$ cat src/rtl/wr_irq_pkg.sv
package wr_irq_pkg;

  // Strobes passed from the timing control to the datapath.
  typedef struct packed {
    logic captureAddr;  // latch the write address this edge
    logic driveLow;     // interrupt line should read low after this edge
  } irqStrobes_t;

endpackage

$ cat src/rtl/wr_irq_ctrl.sv
module wr_irq_ctrl
  import wr_irq_pkg::*;
#(
  parameter int IRQ_DELAY = 5,
  parameter int IRQ_WIDTH = 4
) (
  input  logic        clk,
  input  logic        rst,
  input  logic        wrEn,
  output irqStrobes_t strobes
);

  localparam int LAST_AGE_I = IRQ_DELAY + IRQ_WIDTH - 1;
  localparam int AGE_W      = $clog2(LAST_AGE_I + 2);
  localparam logic [AGE_W-1:0] AGE_ONE  = AGE_W'(1);
  localparam logic [AGE_W-1:0] AGE_LOW  = AGE_W'(IRQ_DELAY);
  localparam logic [AGE_W-1:0] AGE_LAST = AGE_W'(LAST_AGE_I);

  logic             active, activeNext;
  logic [AGE_W-1:0] age, ageNext;

  // age counts cycles since the newest write; a write always restarts it.
  always_comb begin
    activeNext = active;
    ageNext    = age;
    if (wrEn) begin
      activeNext = 1'b1;
      ageNext    = AGE_ONE;
    end else if (active) begin
      if (age == AGE_LAST) begin
        activeNext = 1'b0;
        ageNext    = '0;
      end else begin
        ageNext = age + AGE_ONE;
      end
    end
  end

  always_ff @(posedge clk) begin
    if (rst) begin
      active <= 1'b0;
      age    <= '0;
    end else begin
      active <= activeNext;
      age    <= ageNext;
    end
  end

  always_comb begin
    strobes.captureAddr = wrEn;
    strobes.driveLow    = activeNext && (ageNext >= AGE_LOW) && (ageNext <= AGE_LAST);
  end

  // the timing window closes after the last low cycle when no write interrupts it
  assert_window_close_R5: assert property (@(posedge clk) disable iff (rst)
    (active && !wrEn && age == AGE_LAST) |=> !active);

  // the age is bounded whenever a window is open
  assert_age_bound_R7: assert property (@(posedge clk) disable iff (rst)
    active |-> (age >= AGE_ONE && age <= AGE_LAST));

endmodule

$ cat src/rtl/wr_irq_datapath.sv
module wr_irq_datapath
  import wr_irq_pkg::*;
#(
  parameter int BUF_DEPTH = 24,
  parameter int ADDR_W    = 5,
  parameter int IRQ_DELAY = 5,
  parameter int IRQ_WIDTH = 4
) (
  input  logic              clk,
  input  logic              rst,
  input  irqStrobes_t       strobes,
  input  logic [ADDR_W-1:0] wrAddr,
  output logic              irqN,
  output logic [ADDR_W-1:0] lastAddr,
  output logic [ADDR_W-1:0] nextAddr
);

  localparam logic [ADDR_W-1:0] ADDR_TOP = ADDR_W'(BUF_DEPTH - 1);
  localparam logic [ADDR_W-1:0] ADDR_ONE = ADDR_W'(1);

  // Address capture and pointer look-ahead.
  always_ff @(posedge clk) begin
    if (rst) begin
      lastAddr <= '0;
      nextAddr <= ADDR_ONE;
    end else if (strobes.captureAddr) begin
      lastAddr <= wrAddr;
      nextAddr <= (wrAddr == ADDR_TOP) ? '0 : wrAddr + ADDR_ONE;
    end
  end

  // Registered interrupt line, idle high.
  always_ff @(posedge clk) begin
    if (rst) irqN <= 1'b1;
    else     irqN <= !strobes.driveLow;
  end

  // Checker state: cycles since the last capture, and length of the current low run.
  localparam int SAT_I  = IRQ_DELAY + IRQ_WIDTH + 1;
  localparam int CHK_W  = $clog2(SAT_I + 1);
  localparam logic [CHK_W-1:0] CHK_SAT = CHK_W'(SAT_I);
  localparam logic [CHK_W-1:0] CHK_ONE = CHK_W'(1);

  logic [CHK_W-1:0] sinceCap;
  logic [CHK_W-1:0] lowRun;

  always_ff @(posedge clk) begin
    if (rst) begin
      sinceCap <= '0;
      lowRun   <= '0;
    end else begin
      if (strobes.captureAddr)                      sinceCap <= CHK_ONE;
      else if (sinceCap != '0 && sinceCap != CHK_SAT) sinceCap <= sinceCap + CHK_ONE;
      if (!irqN && lowRun != CHK_SAT) lowRun <= lowRun + CHK_ONE;
      else if (irqN)                  lowRun <= '0;
    end
  end

  assert_capture_R2: assert property (@(posedge clk) disable iff (rst)
    strobes.captureAddr |=> lastAddr == $past(wrAddr));

  assert_hold_R2: assert property (@(posedge clk) disable iff (rst)
    !strobes.captureAddr |=> ($stable(lastAddr) && $stable(nextAddr)));

  assert_wrap_R3: assert property (@(posedge clk) disable iff (rst)
    (lastAddr == ADDR_TOP) |-> (nextAddr == '0));

  assert_fall_delay_R4: assert property (@(posedge clk) disable iff (rst)
    $fell(irqN) |-> (sinceCap == CHK_W'(IRQ_DELAY)));

  assert_low_width_R5: assert property (@(posedge clk) disable iff (rst)
    lowRun <= CHK_W'(IRQ_WIDTH));

  assert_no_write_R6: assert property (@(posedge clk) disable iff (rst)
    (sinceCap == '0) |-> irqN);

  assert_restart_R7: assert property (@(posedge clk) disable iff (rst)
    strobes.captureAddr |=> irqN);

endmodule

$ cat src/rtl/wr_irq_pulser.sv
module wr_irq_pulser
  import wr_irq_pkg::*;
#(
  parameter int BUF_DEPTH = 24,
  parameter int IRQ_DELAY = 5,
  parameter int IRQ_WIDTH = 4,
  parameter int ADDR_W    = $clog2(BUF_DEPTH)
) (
  input  logic              clk,
  input  logic              rst,
  input  logic              wrEn,
  input  logic [ADDR_W-1:0] wrAddr,
  output logic              irqN,
  output logic [ADDR_W-1:0] lastAddr,
  output logic [ADDR_W-1:0] nextAddr
);

  irqStrobes_t strobes;

  wr_irq_ctrl #(
    .IRQ_DELAY(IRQ_DELAY),
    .IRQ_WIDTH(IRQ_WIDTH)
  ) u_ctrl (
    .clk    (clk),
    .rst    (rst),
    .wrEn   (wrEn),
    .strobes(strobes)
  );

  wr_irq_datapath #(
    .BUF_DEPTH(BUF_DEPTH),
    .ADDR_W   (ADDR_W),
    .IRQ_DELAY(IRQ_DELAY),
    .IRQ_WIDTH(IRQ_WIDTH)
  ) u_dp (
    .clk     (clk),
    .rst     (rst),
    .strobes (strobes),
    .wrAddr  (wrAddr),
    .irqN    (irqN),
    .lastAddr(lastAddr),
    .nextAddr(nextAddr)
  );

endmodule

$ cat config.mk
export PLATFORM = sky130hd
export DESIGN_NAME = wr_irq_pulser
export DESIGN_NICKNAME = d
export VERILOG_FILES = /design/src/rtl/wr_irq_pkg.sv /design/src/rtl/wr_irq_ctrl.sv /design/src/rtl/wr_irq_datapath.sv /design/src/rtl/wr_irq_pulser.sv
export SDC_FILE = /design/constraint.sdc
export NUM_CORES = 1
export LEC_CHECK = 0
export BUFFER_PORTS_ARGS = -buffer_cell sky130_fd_sc_hd__buf_2
export CAP_MARGIN = 0
export CORE_MARGIN = 2
export CORE_UTILIZATION = 46
export CTS_BUF_LIST = sky130_fd_sc_hd__clkbuf_8 sky130_fd_sc_hd__clkbuf_16
export DETAILED_ROUTE_END_ITERATION = 8
export GPL_TIMING_DRIVEN = 0
export PLACE_DENSITY = 0.76
export SKIP_LAST_GASP = 1
export SYNTH_ARGS = -nofsm -noshare
export SYNTH_HDL_FRONTEND = slang
export SYNTH_HIERARCHICAL = 1
export SYNTH_SLANG_ARGS = --single-unit
export TNS_END_PERCENT = 50
$ cat constraint.sdc
create_clock -name clk -period 1.9 [get_ports clk]
set_clock_uncertainty 0.2 [all_clocks]
set_input_delay 0.095 -clock clk [delete_from_list [all_inputs] [get_ports clk]]
set_output_delay 0.095 -clock clk [all_outputs]
set_load 0.01 [all_outputs]
==> impl_metrics.yaml <==
run_status:
  status: "completed"
logic_synthesis:
  synth_commonest_cells: "dfxtp_1 (16), nor2_1 (12), mux2i_1 (7)"
  postSynthAreaPerCell_sq_um: 9.110
  synth_most_common_cell: "dfxtp_1"
  yosysTopAreaCell: "dfxtp_1"
  syn-instance-count: 89
  syn_nets: 100
  yosys.cell_types.count: 35
  synth-edff-count: 0
  yosysWarnings: 6
  synthTopCellsByArea: "dfxtp_1 (40%), mux2i_1 (8.6%), nor2_1 (5.6%), a211oi_1 (4.6%), ha_1 (4.6%)"
  synth_seq_cells: 16
  syn_area_sq_um: 810.8
  synth_ff_type: "dfxtp_1"
  synth_top_area_share_pct: 39.51
  ys_async_sr_fraction_pct: 0
  synth_seq_area_share_pct: 39.51
global_routing:
  antenna_found_initial: 0
  track_usage_pct: 17.84
  grt_max_degree: 11
  grt_pass1_wl_mm: 2.649
  grt_pass1_vias: 616
  grt_overflow: 0
timing:
  finalSetupTns_ns: 0
  hold_ws_ns: 0.2812
  fmax_mhz: 550.9
  min_period_over_period_pct: 95.53
  slew-limit-headroom_pct: 69.84
  tightest_slew_ns: 0.4525
  slew_violations: 0
  hold_violations: 0
  setup_viol: 0
  layout_min_cycle_time_ns: 1.815
  worst_slack_ns: 0.08494
pwr:
  switchingPower_uw: 194.2
  leakage_nw: 0.4675
  p_comb_share_pct: 17.1
  swShare_pct: 24.38
  ir_worst_vdd_mv: 0.4778
  p_int_uw: 602.3
  clkPwrFrac_pct: 37.3
  seqPwrFrac_pct: 45.6
  power_density_nw_per_um2: 730.9
clock_network:
  cts_max_level: 1
  clockBufferDepth: 2
  path_clk_slew_ns: 0.06
  cts_buffers: 3
  cts_tree: "yes"
  root_buffer: "clkbuf_8"
  cts.sinks: 16
  insertion_delay_ns: 0.24
cells_and_area:
  area.growth.synth_to_final_pct: 34.41
  drive_gt1_share_pct: 30.83
  antenna_cells: 0
  multi_input_area_sq_um: 467.9
  fillCellCount: 139
  ff_latch_area_sq_um: 327.8
  nNetsFinal: 132
  fin_area_sq_um: 1090
floorplanning:
  die_area_sq_um: 2114
  num_rows: 15
  core_sq_um: 1689
  start_util_pct: 48.00
  die-width_um: 45.98
  ios: 19
  die_h_um: 45.98
detailed_routing:
  drtPass1Iterations: 4
  routed_via_density: 5.496
  post_drt_wl_per_cell_um: 13.09
  first_iter_violations: 10
  wl_mm: 1.793
  postRouteAntennaNets: 0
  vias: 753
  post-route-drc-count: 0
job:
  maxCapViolations: 0
placement:
  placed_area_sq_um: 922.1
  post-dp-hpwl_mm: 1.168
  dp_worst_setup_slack_ns: -0.04478
  portBuffers: 18
  routabilityCongestion: 0.8504
worst_setup_path:
  end_kind: "register"
  crit_type: "register to register"
  required_ns: 1.83
  critical_path.startpoint_type: "register"
  arrival_ns: 1.75
  crit_path_max_fanout: 7
worst_hold_path:
  hp-class: "register to register"
==> flip-flops by register name, summed over array words and instances, names as in the netlist <==
register	cells
u_dp/nextAddr	5
u_ctrl/age	4
u_ctrl/active	1
u_dp/lastAddr	5
u_dp/irqN	1
==> path summary, 6_finish.rpt <==
kind,start,depth (start not counted),endpoint,slack (ns)
worst max-delay path,u_ctrl/age[0]$_SDFF_PP0_,7,u_dp/irqN$_SDFF_PP1_,0.08
worst min-delay path,u_dp/nextAddr[0]$_SDFFE_PP1P_,2,u_dp/nextAddr[0]$_SDFFE_PP1P_,0.28
worst max register to register,u_ctrl/age[0]$_SDFF_PP0_,7,u_dp/irqN$_SDFF_PP1_,0.08
worst min register to register,u_dp/nextAddr[0]$_SDFFE_PP1P_,2,u_dp/nextAddr[0]$_SDFFE_PP1P_,0.28
==> final cells by class <==
cell class	count	share of cell area, %
Multi-Input combinational cell	64	42.94
Timing Repair Buffer	27	16.07
Tap cell	17	1.952
Buffer	4	2.181
Sequential cell	16	30.08
Clock buffer	4	5.052
Inverter	5	1.722
==> power groups by stage <==
stage	Sequential (mW)	Combinational, mW	Clock, mW
2_1_floorplan	0.378	0.0642	0
4_1_cts	0.365	0.124	0.304
6_report	0.363	0.136	0.297
5_1_grt	0.365	0.150	0.322
3_5_place_dp	0.372	0.112	0
3_3_place_gp	0.371	0.109	0
==> placed cells by master, fill, tap and decap left out, drive strengths merged <==
master,instances
dlygate4sd3,7
buf,23
clkbuf,5
and2,1
nand2,5
a311oi,1
a211oi,5
nor3,4
mux2i,7
o31ai,2
nand2b,1
nand3,3
a2111oi,1
xor2,1
ha,3
inv,5
or3,1
o21ai,5
o21ba,1
o21a,1
a21boi,1
nand4b,1
and4b,1
xnor2,1
a21oi,1
nor2,12
and3b,2
nor2b,1
dfxtp,16
nand3b,1
o2111ai,1
==> layer usage <==
metal	vias to the layer above	part of all wire, %	wire, um	global-route usage (%)
li1	376	-	-	-
met4	0	1.9	34	10.29
met1	353	46	817	22.54
met5	-	0	0	0
met3	4	4.3	77	4.762
met2	20	48	863	26.94
==> worst max-delay path: stages (launching register included) <==
cell,delay (ns)
dfxtp_4,0.38
inv_1,0.05
ha_2,0.32
and3b_1,0.18
a211oi_2,0.25
o2111ai_1,0.15
o31ai_1,0.09
nand2_1,0.09
==> through the flow <==
stage | total power [mW] | util (%) | instances
finish | 0.7965 | 64.52 | 137
global route | 0.8366 | 64.52 | 137
CTS | 0.7926 | 62.07 | 135
detailed placement | 0.4833 | 54.59 | 124
global placement | 0.4798 | 54.59 | 124
floorplan | 0.4420 | - | 89
==> cells by family (layout without fill, tap and decap cells) <==
kind of cell | after synthesis | count (layout) | synth area share, %
compound gates | 19 | 19 | 17.90
xor+xnor | 2 | 2 | 2.161
fa+ha+maj | 3 | 3 | 4.630
buf+inv | 9 | 40 | 5.246
flops | 16 | 16 | 39.51
mux | 7 | 7 | 8.642
simple gates | 33 | 33 | 21.92
==> timing repair <==
action | CTS | global route
hold buffers | 7 | 0
setup endpoints to repair | 1 | 1
buffers inserted | 0 | 2
pin swaps | 0 | 3
hold endpoints to repair | 13 | 0
resized for setup | 1 | 7
Power figures use the tool's default switching activity.
